--- src/rtl/memmap_pkg.sv ---
// Package: shared types and helpers for the memory map decoder.
// Assumes a two-line data-size acknowledge, active low, ordered {DSACK1, DSACK0}.
package memmap_pkg;

    // Port width code as stored per slot.
    typedef enum logic [1:0] {
        PW_BYTE     = 2'b00,
        PW_WORD     = 2'b01,
        PW_LONG     = 2'b10,
        PW_LONG_ALT = 2'b11
    } port_width_e;

    // Region picked by the address decode.
    typedef enum logic [2:0] {
        RG_NONE     = 3'd0,
        RG_DRAM     = 3'd1,
        RG_SLOT     = 3'd2,
        RG_PERIPH   = 3'd3,
        RG_FLASH    = 3'd4,
        RG_COP      = 3'd5,
        RG_UNMAPPED = 3'd6
    } region_e;

    // Map a port width to the active-low acknowledge pair.
    function automatic logic [1:0] width_to_ack(port_width_e w);
        case (w)
            PW_BYTE: return 2'b10;
            PW_WORD: return 2'b01;
            default: return 2'b00;
        endcase
    endfunction

endpackage

--- src/rtl/memmap_region.sv ---
// Module: memmap_region
// Purely combinational classification of a bus cycle into a region.
// Assumes a CPU-space cycle is marked by the all-ones function code and
// that a CPU-space cycle never addresses memory.
module memmap_region
    import memmap_pkg::*;
#(
    parameter int          NUM_SLOTS  = 4,
    parameter int          DEV_W      = 4,
    parameter logic [7:0]  SLOT_BASE  = 8'h80,
    parameter logic [7:0]  PERIPH_TOP = 8'h84,
    parameter logic [7:0]  FLASH_TOP  = 8'hFF,
    parameter logic [DEV_W-1:0] COP_ID = 4'h2,
    localparam int         SIDX_W     = (NUM_SLOTS > 1) ? $clog2(NUM_SLOTS) : 1
) (
    input  logic [7:0]        addr_hi,
    input  logic [DEV_W-1:0]  addr_dev,
    input  logic [2:0]        fc,
    output region_e           region,
    output logic [SIDX_W-1:0] slot_idx
);

    logic [7:0] slot_off;
    logic       cpu_space;

    // Offset of the top byte from the first slot window.
    always_comb slot_off = addr_hi - SLOT_BASE;

    // CPU-space cycles use the all-ones function code.
    always_comb cpu_space = (fc == 3'b111);

    // Slot number inside the slot windows.
    always_comb slot_idx = slot_off[SIDX_W-1:0];

    // Region priority: CPU space, DRAM half, slots, peripherals, flash.
    always_comb begin
        if (cpu_space) begin
            region = (addr_dev == COP_ID) ? RG_COP : RG_NONE;
        end else if (!addr_hi[7]) begin
            region = RG_DRAM;
        end else if (slot_off < 8'(NUM_SLOTS)) begin
            region = RG_SLOT;
        end else if (addr_hi == PERIPH_TOP) begin
            region = RG_PERIPH;
        end else if (addr_hi == FLASH_TOP) begin
            region = RG_FLASH;
        end else begin
            region = RG_UNMAPPED;
        end
    end

endmodule

--- src/rtl/memmap_slot_width.sv ---
// Module: memmap_slot_width
// One width register per expansion slot, written through a synchronous
// configuration port. Assumes one write per clock at most.
module memmap_slot_width
    import memmap_pkg::*;
#(
    parameter int NUM_SLOTS = 4,
    localparam int SIDX_W   = (NUM_SLOTS > 1) ? $clog2(NUM_SLOTS) : 1
) (
    input  logic              clk,
    input  logic              rst_n,
    input  logic              cfg_we,
    input  logic [SIDX_W-1:0] cfg_slot,
    input  logic [1:0]        cfg_width,
    input  logic [SIDX_W-1:0] rd_slot,
    output port_width_e       rd_width
);

    port_width_e width_q [NUM_SLOTS];

    for (genvar g = 0; g < NUM_SLOTS; g++) begin : g_slot
        // Hold or update the width code of slot g.
        always_ff @(posedge clk) begin
            if (!rst_n) begin
                width_q[g] <= PW_WORD;
            end else if (cfg_we && (cfg_slot == SIDX_W'(g))) begin
                width_q[g] <= port_width_e'(cfg_width);
            end
        end

        AST_WIDTH_STORED: assert property (@(posedge clk) disable iff (!rst_n)
            (cfg_we && cfg_slot == SIDX_W'(g)) |=> (width_q[g] == port_width_e'($past(cfg_width))));

        AST_WIDTH_KEPT: assert property (@(posedge clk) disable iff (!rst_n)
            !(cfg_we && cfg_slot == SIDX_W'(g)) |=> $stable(width_q[g]));
    end

    // Read port for the slot currently addressed.
    always_comb rd_width = width_q[rd_slot];

endmodule

--- src/rtl/memmap_lanes.sv ---
// Module: memmap_lanes
// Upper and lower byte selects for a 16-bit slot port, from address bit 0
// and the size code. Assumes size 01 = byte, everything else covers both
// lanes of the addressed word.
module memmap_lanes #(
    parameter int NUM_SLOTS = 4
) (
    input  logic [NUM_SLOTS-1:0] slot_hit,
    input  logic                 strobe_ok,
    input  logic                 addr_a0,
    input  logic [1:0]           siz,
    output logic [NUM_SLOTS-1:0] ucs_n,
    output logic [NUM_SLOTS-1:0] lcs_n
);

    logic is_byte;
    logic want_upper;
    logic want_lower;

    // Lane needs of the current transfer.
    always_comb begin
        is_byte    = (siz == 2'b01);
        want_upper = !(is_byte && addr_a0);
        want_lower = addr_a0 || !is_byte;
    end

    for (genvar g = 0; g < NUM_SLOTS; g++) begin : g_lane
        // Gate the lane needs with the slot hit and the strobes.
        always_comb begin
            ucs_n[g] = !(slot_hit[g] && strobe_ok && want_upper);
            lcs_n[g] = !(slot_hit[g] && strobe_ok && want_lower);
        end
    end

endmodule

--- src/rtl/memmap_decoder.sv ---
// Module: memmap_decoder (top)
// Chip selects, byte-lane selects, data-size acknowledge and bus error for
// a 32-bit asynchronous processor bus. Decode is combinational from the bus
// pins; only the slot width registers are clocked.
// Assumes a single bus master and that as_n frames each cycle.
module memmap_decoder
    import memmap_pkg::*;
#(
    parameter int NUM_SLOTS = 4,
    parameter int DEV_W     = 4,
    localparam int SIDX_W   = (NUM_SLOTS > 1) ? $clog2(NUM_SLOTS) : 1,
    localparam int NUM_DEV  = 1 << DEV_W
) (
    input  logic                 clk,
    input  logic                 rst_n,
    input  logic [7:0]           addr_hi,
    input  logic [DEV_W-1:0]     addr_dev,
    input  logic                 addr_a0,
    input  logic [2:0]           fc,
    input  logic [1:0]           siz,
    input  logic                 as_n,
    input  logic                 ds_n,
    input  logic                 cfg_we,
    input  logic [SIDX_W-1:0]    cfg_slot,
    input  logic [1:0]           cfg_width,
    output logic                 dram_cs_n,
    output logic                 flash_cs_n,
    output logic                 cop_cs_n,
    output logic [NUM_DEV-1:0]   periph_cs_n,
    output logic [NUM_SLOTS-1:0] slot_ucs_n,
    output logic [NUM_SLOTS-1:0] slot_lcs_n,
    output logic [1:0]           dsack_n,
    output logic                 berr_n
);

    region_e              region;
    logic [SIDX_W-1:0]    slot_idx;
    port_width_e          slot_width;
    logic                 active;
    logic [NUM_SLOTS-1:0] slot_hit;
    port_width_e          port_width;

    memmap_region #(
        .NUM_SLOTS (NUM_SLOTS),
        .DEV_W     (DEV_W)
    ) region_i (
        .addr_hi  (addr_hi),
        .addr_dev (addr_dev),
        .fc       (fc),
        .region   (region),
        .slot_idx (slot_idx)
    );

    memmap_slot_width #(
        .NUM_SLOTS (NUM_SLOTS)
    ) width_i (
        .clk       (clk),
        .rst_n     (rst_n),
        .cfg_we    (cfg_we),
        .cfg_slot  (cfg_slot),
        .cfg_width (cfg_width),
        .rd_slot   (slot_idx),
        .rd_width  (slot_width)
    );

    // A cycle is live only while the address strobe is asserted.
    always_comb active = !as_n;

    // One-hot slot hit for the lane logic.
    always_comb begin
        slot_hit = '0;
        if (active && region == RG_SLOT) slot_hit[slot_idx] = 1'b1;
    end

    memmap_lanes #(
        .NUM_SLOTS (NUM_SLOTS)
    ) lanes_i (
        .slot_hit  (slot_hit),
        .strobe_ok (active && !ds_n),
        .addr_a0   (addr_a0),
        .siz       (siz),
        .ucs_n     (slot_ucs_n),
        .lcs_n     (slot_lcs_n)
    );

    // Whole-region selects.
    always_comb begin
        dram_cs_n   = !(active && region == RG_DRAM);
        flash_cs_n  = !(active && region == RG_FLASH);
        cop_cs_n    = !(active && region == RG_COP);
        periph_cs_n = '1;
        if (active && region == RG_PERIPH) periph_cs_n[addr_dev] = 1'b0;
    end

    // Port width of the decoded region.
    always_comb begin
        case (region)
            RG_SLOT:   port_width = slot_width;
            RG_FLASH:  port_width = PW_WORD;
            RG_PERIPH: port_width = PW_BYTE;
            default:   port_width = PW_LONG;
        endcase
    end

    // Acknowledge for mapped regions, bus error for unmapped ones.
    always_comb begin
        dsack_n = 2'b11;
        berr_n  = 1'b1;
        if (active) begin
            case (region)
                RG_NONE:     dsack_n = 2'b11;
                RG_UNMAPPED: berr_n  = 1'b0;
                default:     dsack_n = width_to_ack(port_width);
            endcase
        end
    end

    AST_SINGLE_TARGET: assert property (@(posedge clk) disable iff (!rst_n)
        $onehot0({~dram_cs_n, ~flash_cs_n, ~cop_cs_n, ~periph_cs_n,
                  ~(slot_ucs_n & slot_lcs_n)}));

    AST_IDLE_QUIET: assert property (@(posedge clk) disable iff (!rst_n)
        as_n |-> (dsack_n == 2'b11 && berr_n && dram_cs_n && flash_cs_n
                  && cop_cs_n && (&periph_cs_n) && (&slot_ucs_n) && (&slot_lcs_n)));

    AST_BERR_NO_ACK: assert property (@(posedge clk) disable iff (!rst_n)
        !berr_n |-> (dsack_n == 2'b11));

    AST_COP_LONG: assert property (@(posedge clk) disable iff (!rst_n)
        !cop_cs_n |-> (dsack_n == 2'b00 && fc == 3'b111));

    AST_PERIPH_BYTE: assert property (@(posedge clk) disable iff (!rst_n)
        !(&periph_cs_n) |-> (dsack_n == 2'b10 && $countones(~periph_cs_n) == 1));

    AST_LANES_NEED_DS: assert property (@(posedge clk) disable iff (!rst_n)
        ds_n |-> ((&slot_ucs_n) && (&slot_lcs_n)));

    AST_FLASH_WORD: assert property (@(posedge clk) disable iff (!rst_n)
        !flash_cs_n |-> (dsack_n == 2'b01));

    AST_DRAM_LONG: assert property (@(posedge clk) disable iff (!rst_n)
        !dram_cs_n |-> (dsack_n == 2'b00 && !addr_hi[7]));

endmodule

--- config.mk ---
export PLATFORM = sky130hd
export DESIGN_NAME = memmap_decoder
export DESIGN_NICKNAME = d
export VERILOG_FILES = /design/src/rtl/memmap_pkg.sv /design/src/rtl/memmap_region.sv /design/src/rtl/memmap_slot_width.sv /design/src/rtl/memmap_lanes.sv /design/src/rtl/memmap_decoder.sv
export SDC_FILE = /design/constraint.sdc
export NUM_CORES = 1
export LEC_CHECK = 0
export ABC_AREA = 1
export BUFFER_PORTS_ARGS = -buffer_cell sky130_fd_sc_hd__buf_2
export CAP_MARGIN = 30
export CORE_MARGIN = 5
export CORE_UTILIZATION = 44
export CTS_CLUSTER_SIZE = 10
export DETAILED_ROUTE_END_ITERATION = 10
export PLACE_DENSITY = 0.8
export SLEW_MARGIN = 30
export SYNTH_ARGS = -nofsm -noshare
export SYNTH_HDL_FRONTEND = slang
export SYNTH_SLANG_ARGS = --single-unit
--- constraint.sdc ---
create_clock -name clk -period 1.25 [get_ports clk]
set_input_delay 0.0625 -clock clk [delete_from_list [all_inputs] [get_ports clk]]
set_output_delay 0.0625 -clock clk [all_outputs]
set_load 0.03 [all_outputs]
After elaboration in Yosys (flattened, before gate mapping)
Memories as Yosys holds them, arrays and structs flattened. Index checks and enable logic that the tools add are counted.

Flip-flop bits (word level): 0. Latch bits: 0. RAM bits: 8. ROM bits: 0. Input port bits: 27. Output and inout bits: 30. Memories: 1.

Memories: width_i.width_q (words 4, bits a word 2, rd ports 1, clocked after memory_dff 0, wr ports 4, line memmap_slot_width.sv:19) `port_width_e width_q [NUM_SLOTS];`.

Add/sub/neg operators: 1. Multipliers: 0. Divide/modulo/power cells: 0. Magnitude comparators: 5. Eq/ne operators: 15. Shifts and indexed selects: 0. Multiplexer cells: 35. Bitwise logic cells: 5. Reductions and logical operators: 45.

Operator list (number): 1-bit logical AND (25); 1-bit 2-to-1 mux (17); 8-bit == test (second input constant) (2); 16-bit 2-to-1 mux (1); 16-bit NOT (1); 1-bit zero test (15); 3-bit 2-to-1 mux (5); 2-bit 2-to-1 mux (7); 3-bit == test (second input constant) (4); 8-bit by 3-bit < comparator with 1-bit output (second input constant) (1); 8-bit subtractor (second input constant) (1); 2-bit by 1-bit == test with 1-bit output (second input constant) (3); 3-bit by 2-bit == test with 1-bit output (second input constant) (2); 2-bit case mux with 3 select lines (1); 4-bit by 5-bit < comparator with 1-bit output (second input constant) (1); 1-bit demux with 4-bit select (1); 2-bit == test (second input constant) (2); 4-bit by 2-bit == test with 1-bit output (second input constant) (1); 4-bit by 1-bit greater-or-equal comparator with 1-bit output (second input constant) (1); 2-bit zero test (2); 4-bit 2-to-1 mux (1); 1-bit OR (4); 2-bit case mux with 2 select lines (1); 3-bit by 1-bit == test with 1-bit output (second input constant) (1); 6 further kinds (6).

Longest topological paths before layout
Depth after elaboration: 12. Mapped depth: 11. Mapped depth without buffers: 11.

By module
From an unflattened synthesis, not the netlist that was laid out.

Cell total of the unflattened synthesis: 188. Area, all modules: 1032.2 um^2.

Modules (own cells, without submodules): memmap_slot_width (times used 1, cells an instance 62, area each 484.2 um^2, sequential area each 240.2 um^2); memmap_decoder (times used 1, cells an instance 71, area each 302.8 um^2, sequential area each 0.0 um^2); memmap_region (times used 1, cells an instance 35, area each 157.7 um^2, sequential area each 0.0 um^2); memmap_lanes (times used 1, cells an instance 20, area each 87.6 um^2, sequential area each 0.0 um^2).

Least setup slack after synthesis
No wires, ideal clock.

Kind: input -> output. From: input addr_dev[3]. To: output periph_cs_n[10]. Data arrival time: 1.195 ns. Data required time: 1.188 ns. Path slack: -0.007 ns. Stages on the path: 8. Path buffers: 2. Path through: buf_6 -> nor2_4 -> nand2_2 -> nand2_4 -> nand2_4 -> nor3_4 -> buf_6 -> nand4_1.

Word-level cells in the longest chain between the ends: 6. Elaborated cells between the ends (all ways): 12. Classes of those cells: order compare (2); eq/ne (2); mux (5); bitwise (1); reduce/logical (2).

RTL lines: start, declared (line memmap_decoder.sv:17) `input logic [DEV_W-1:0] addr_dev,`; 4-bit by 5-bit < comparator with 1-bit output (not written as such) (tied with other cells) (line memmap_decoder.sv:92) `if (active && region == RG_PERIPH) periph_cs_n[addr_dev] = 1'b0;`; 1-bit logical AND (not written as such) / 3-bit 2-to-1 mux (equally long branches) (line memmap_decoder.sv:92, memmap_region.sv:38); 1-bit 2-to-1 mux (not written as such) / 3-bit 2-to-1 mux (equally long branches) (line memmap_decoder.sv:92, memmap_region.sv:37); 1-bit demux with 4-bit select / 3-bit by 2-bit == test with 1-bit output (equally long branches) (line memmap_decoder.sv:92); 16-bit NOT (no line) / 1-bit logical AND (equally long branches); 16-bit 2-to-1 mux * (line memmap_decoder.sv:92); end, declared (line memmap_decoder.sv:29) `output logic [NUM_DEV-1:0] periph_cs_n,`.

Every way passes the cells marked *; elsewhere a longest branch is shown, timed or not.

Worst setup path in the final report
From: memory width_i.width_q[3][1] (netlist name). To: output dsack_n[1].

Word-level cells in the longest chain between the ends: 6. Elaborated cells between the ends (all ways): 7. Classes of those cells: eq/ne (1); mux (4); reduce/logical (1); memory (1).

RTL lines: start, declared (line memmap_slot_width.sv:19); memory 4 x 2 bit *; 2-bit case mux with 3 select lines * (line memmap_decoder.sv:97) `case (region)`; 2-bit by 1-bit == test with 1-bit output / 2-bit zero test (equally long branches) (line memmap_pkg.sv:26) `case (w)`; 2-bit case mux with 2 select lines * (line memmap_pkg.sv:26); 2-bit 2-to-1 mux * (line memmap_decoder.sv:110) `case (region)`; 2-bit 2-to-1 mux * (line memmap_decoder.sv:109) `if (active) begin`; end, declared (line memmap_decoder.sv:32) `output logic [1:0] dsack_n,`.

Marked as above.

==> results.sh <==
export IMPL_status="complete, but fails checks"
export IMPL_pin_count=57
export IMPL_n_fill_cell=87
export IMPL_grt_use_total_pct=25.02
export IMPL_coreArea_um2=2191
export IMPL_post_route_util_pct=90.35
export IMPL_area_growth_pct=98.99
export IMPL_dp_cells=256
export IMPL_postSynth_asyncResetShare_pct=0
export IMPL_largest_reg_flops=8
export IMPL_setup_violations=28
export IMPL_nets=275
export IMPL_drt_antenna_violating_nets=0
export IMPL_clock_sinks=8
export IMPL_hold_viol_final=0
export IMPL_mappedNetlistNets=186
export IMPL_antenna_found_initial=0
export IMPL_drc=0
export IMPL_peakVddDrop_uv=599.6
export IMPL_port_buffers=56
export IMPL_synth_seq_cells=8
export IMPL_rsz0062_at_grt="yes"
export IMPL_slew_violations=0
export IMPL_layout_cells_non_filler=274
export IMPL_num_antenna_cells=0
export IMPL_dp_hpwl_um=2308
export IMPL_relSlewSlack_pct=66.22
export IMPL_clk_pin_slew_worst_paths_ps=50
export IMPL_routed_wl_um=5638
export IMPL_critPathMaxFanout=2
export IMPL_end_kind="primary output"
export IMPL_critPathArrivalTime_ps=1770
export IMPL_gp_congestion=0.8007
export IMPL_initial_core_util_pct=45.40
export IMPL_max_flop_register="width_i.width_q"
export IMPL_hold_path_class="in -> reg"
export IMPL_drive_above_1_share_pct=59.35
export IMPL_place_area_um2=1413
export IMPL_critical_path_class="reg -> out"
export IMPL_h_tree_depth=1
export IMPL_worstPathRequired_ps=1190
export IMPL_seq_area_frac_synth_pct=24.15
export IMPL_ys_warn_count=0
export IMPL_holdWs_ps=120.8
export IMPL_place_ws_ps=-92.06
export IMPL_syn_avg_cell_area_um2=6.256
export IMPL_violations="setup timing"
export IMPL_cts_tree="built"
export IMPL_num_rows=17
export IMPL_design_area_um2=1979
export IMPL_grt_max_degree=10
export IMPL_final_common_cell="buf_6"
export IMPL_cts_made_buffers=3
export IMPL_wire_per_inst_um=20.58
export IMPL_min_period_over_period_pct=146.7
export IMPL_layout_setup_ws_ps=-583.5
export IMPL_synth_cell_type_count=21
export IMPL_fmax_mhz=545.4
export IMPL_syn_area_um2=994.7
export IMPL_dr_pass1_iters=4
export IMPL_die_h_um=57.55
export IMPL_cp_start_kind="flop"
export IMPL_power_leakage_nw=0.9139
export IMPL_die_width_um=57.55
export IMPL_dieArea_um2=3311
export IMPL_cts_root_buffer="clkbuf_4"
export IMPL_via_per_inst=5.960
export IMPL_grt_pass1_vias=1546
export IMPL_period_needed_ps=1833
export IMPL_p_per_area_nw_per_um2=523.5
export IMPL_worstMarginPinSlew_ps=504.8
export IMPL_synthCells=159
export IMPL_drv_cap=0
export IMPL_synth_ff_type="edfxtp_1"
export IMPL_max_clock_path_buffers=2
export IMPL_synth_edf_count=8
export IMPL_reg_top3="width_i.width_q (8)"
export IMPL_grt_overflow=0
export IMPL_drtIter0Drc=154
export IMPL_layout_common_cells="37 x buf_6, 28 x buf_4, 23 x nand2_1"
export IMPL_grt_pass1_wl_um=6527
export IMPL_vias=1633
cells in the mapped netlist (2+ instances only):
cell / n / area (um2)
inv_2: 5 / 18.77
nor2_4: 2 / 22.52
nor2_1: 20 / 75.07
buf_6: 2 / 22.52
nand2_2: 4 / 25.02
nand2_4: 3 / 33.78
inv_1: 24 / 90.09
a21oi_1: 2 / 10.01
nor2_2: 4 / 25.02
edfxtp_1: 8 / 240.2
nand4_1: 12 / 75.07
nor3_1: 3 / 15.01
nand3_1: 24 / 120.1
nand2_1: 39 / 146.4
cells by family (layout without fill, tap and decap cells):
logic type,count (synthesis),after routing,synth area share [%]
AND/OR/NAND/NOR,116,116,60.13
buffers and inverters,31,118,13.21
flip-flops,8,8,24.15
AO/OA/AOI/OAI,4,4,2.516
power by group:
group / switching [mW] / total, mW / internal, mW
clock network: 0.0861 / 0.196 / 0.110
logic: 0.315 / 0.518 / 0.202
registers: 0.00669 / 0.323 / 0.316
what timing repair did:
action / CTS / global route
cloned: 1 / 0
resized for setup: 75 / 56
hold buffers: 0 / 0
setup endpoints to repair: 26 / 30
setup buffers: 9 / 7
pin swaps: 20 / 18
routing by layer:
layer / part of all wire [%] / track usage (%) / up-vias
met4: 8.1 / 17.22 / 0
li1: - / - / 708
met5: 0 / 0 / -
met1: 34 / 22.31 / 757
met3: 7.9 / 2.262 / 50
met2: 50 / 50.81 / 118
metrics by stage:
stage / TNS, ps / power, mW
floorplan: -7.563 / 0.5187
finish: -4838 / 1.036
global route: -6694 / 1.078
CTS: -1031 / 0.9331
global placement: -368.3 / 0.6510
detailed placement: -983.2 / 0.6575
cell type report:
type	count	area [um2]	area share, %
repair buffers	86	742.0	37.48
clock buffers	3	22.52	1.138
well taps	28	35.03	1.770
flip-flops and latches	8	240.2	12.14
multi-input cells	120	820.8	41.47
inverters	29	118.9	6.005
worst max-delay path, stage by stage, from the launching register on:
cell and delay, ps:
edfxtp_1 400, nand2_1 80, nand2_1 60, nor2_1 220, a21oi_1 130, nor2_1 250, nand3_1 130, nand2_1 100
buf_6 130
final timing paths:
| check | cells past startpoint | end | startpoint | slack [ps] |
|---|---|---|---|---|
| min | 3 | width_i.width_q[3][0]$_SDFFCE_PN1P_ | cfg_width[0] | 120 |
| max | 8 | dsack_n[1] | width_i.width_q[3][1]$_SDFFCE_PN0P_ | -580 |
Note: power is estimated with default switching activity, not from simulation.
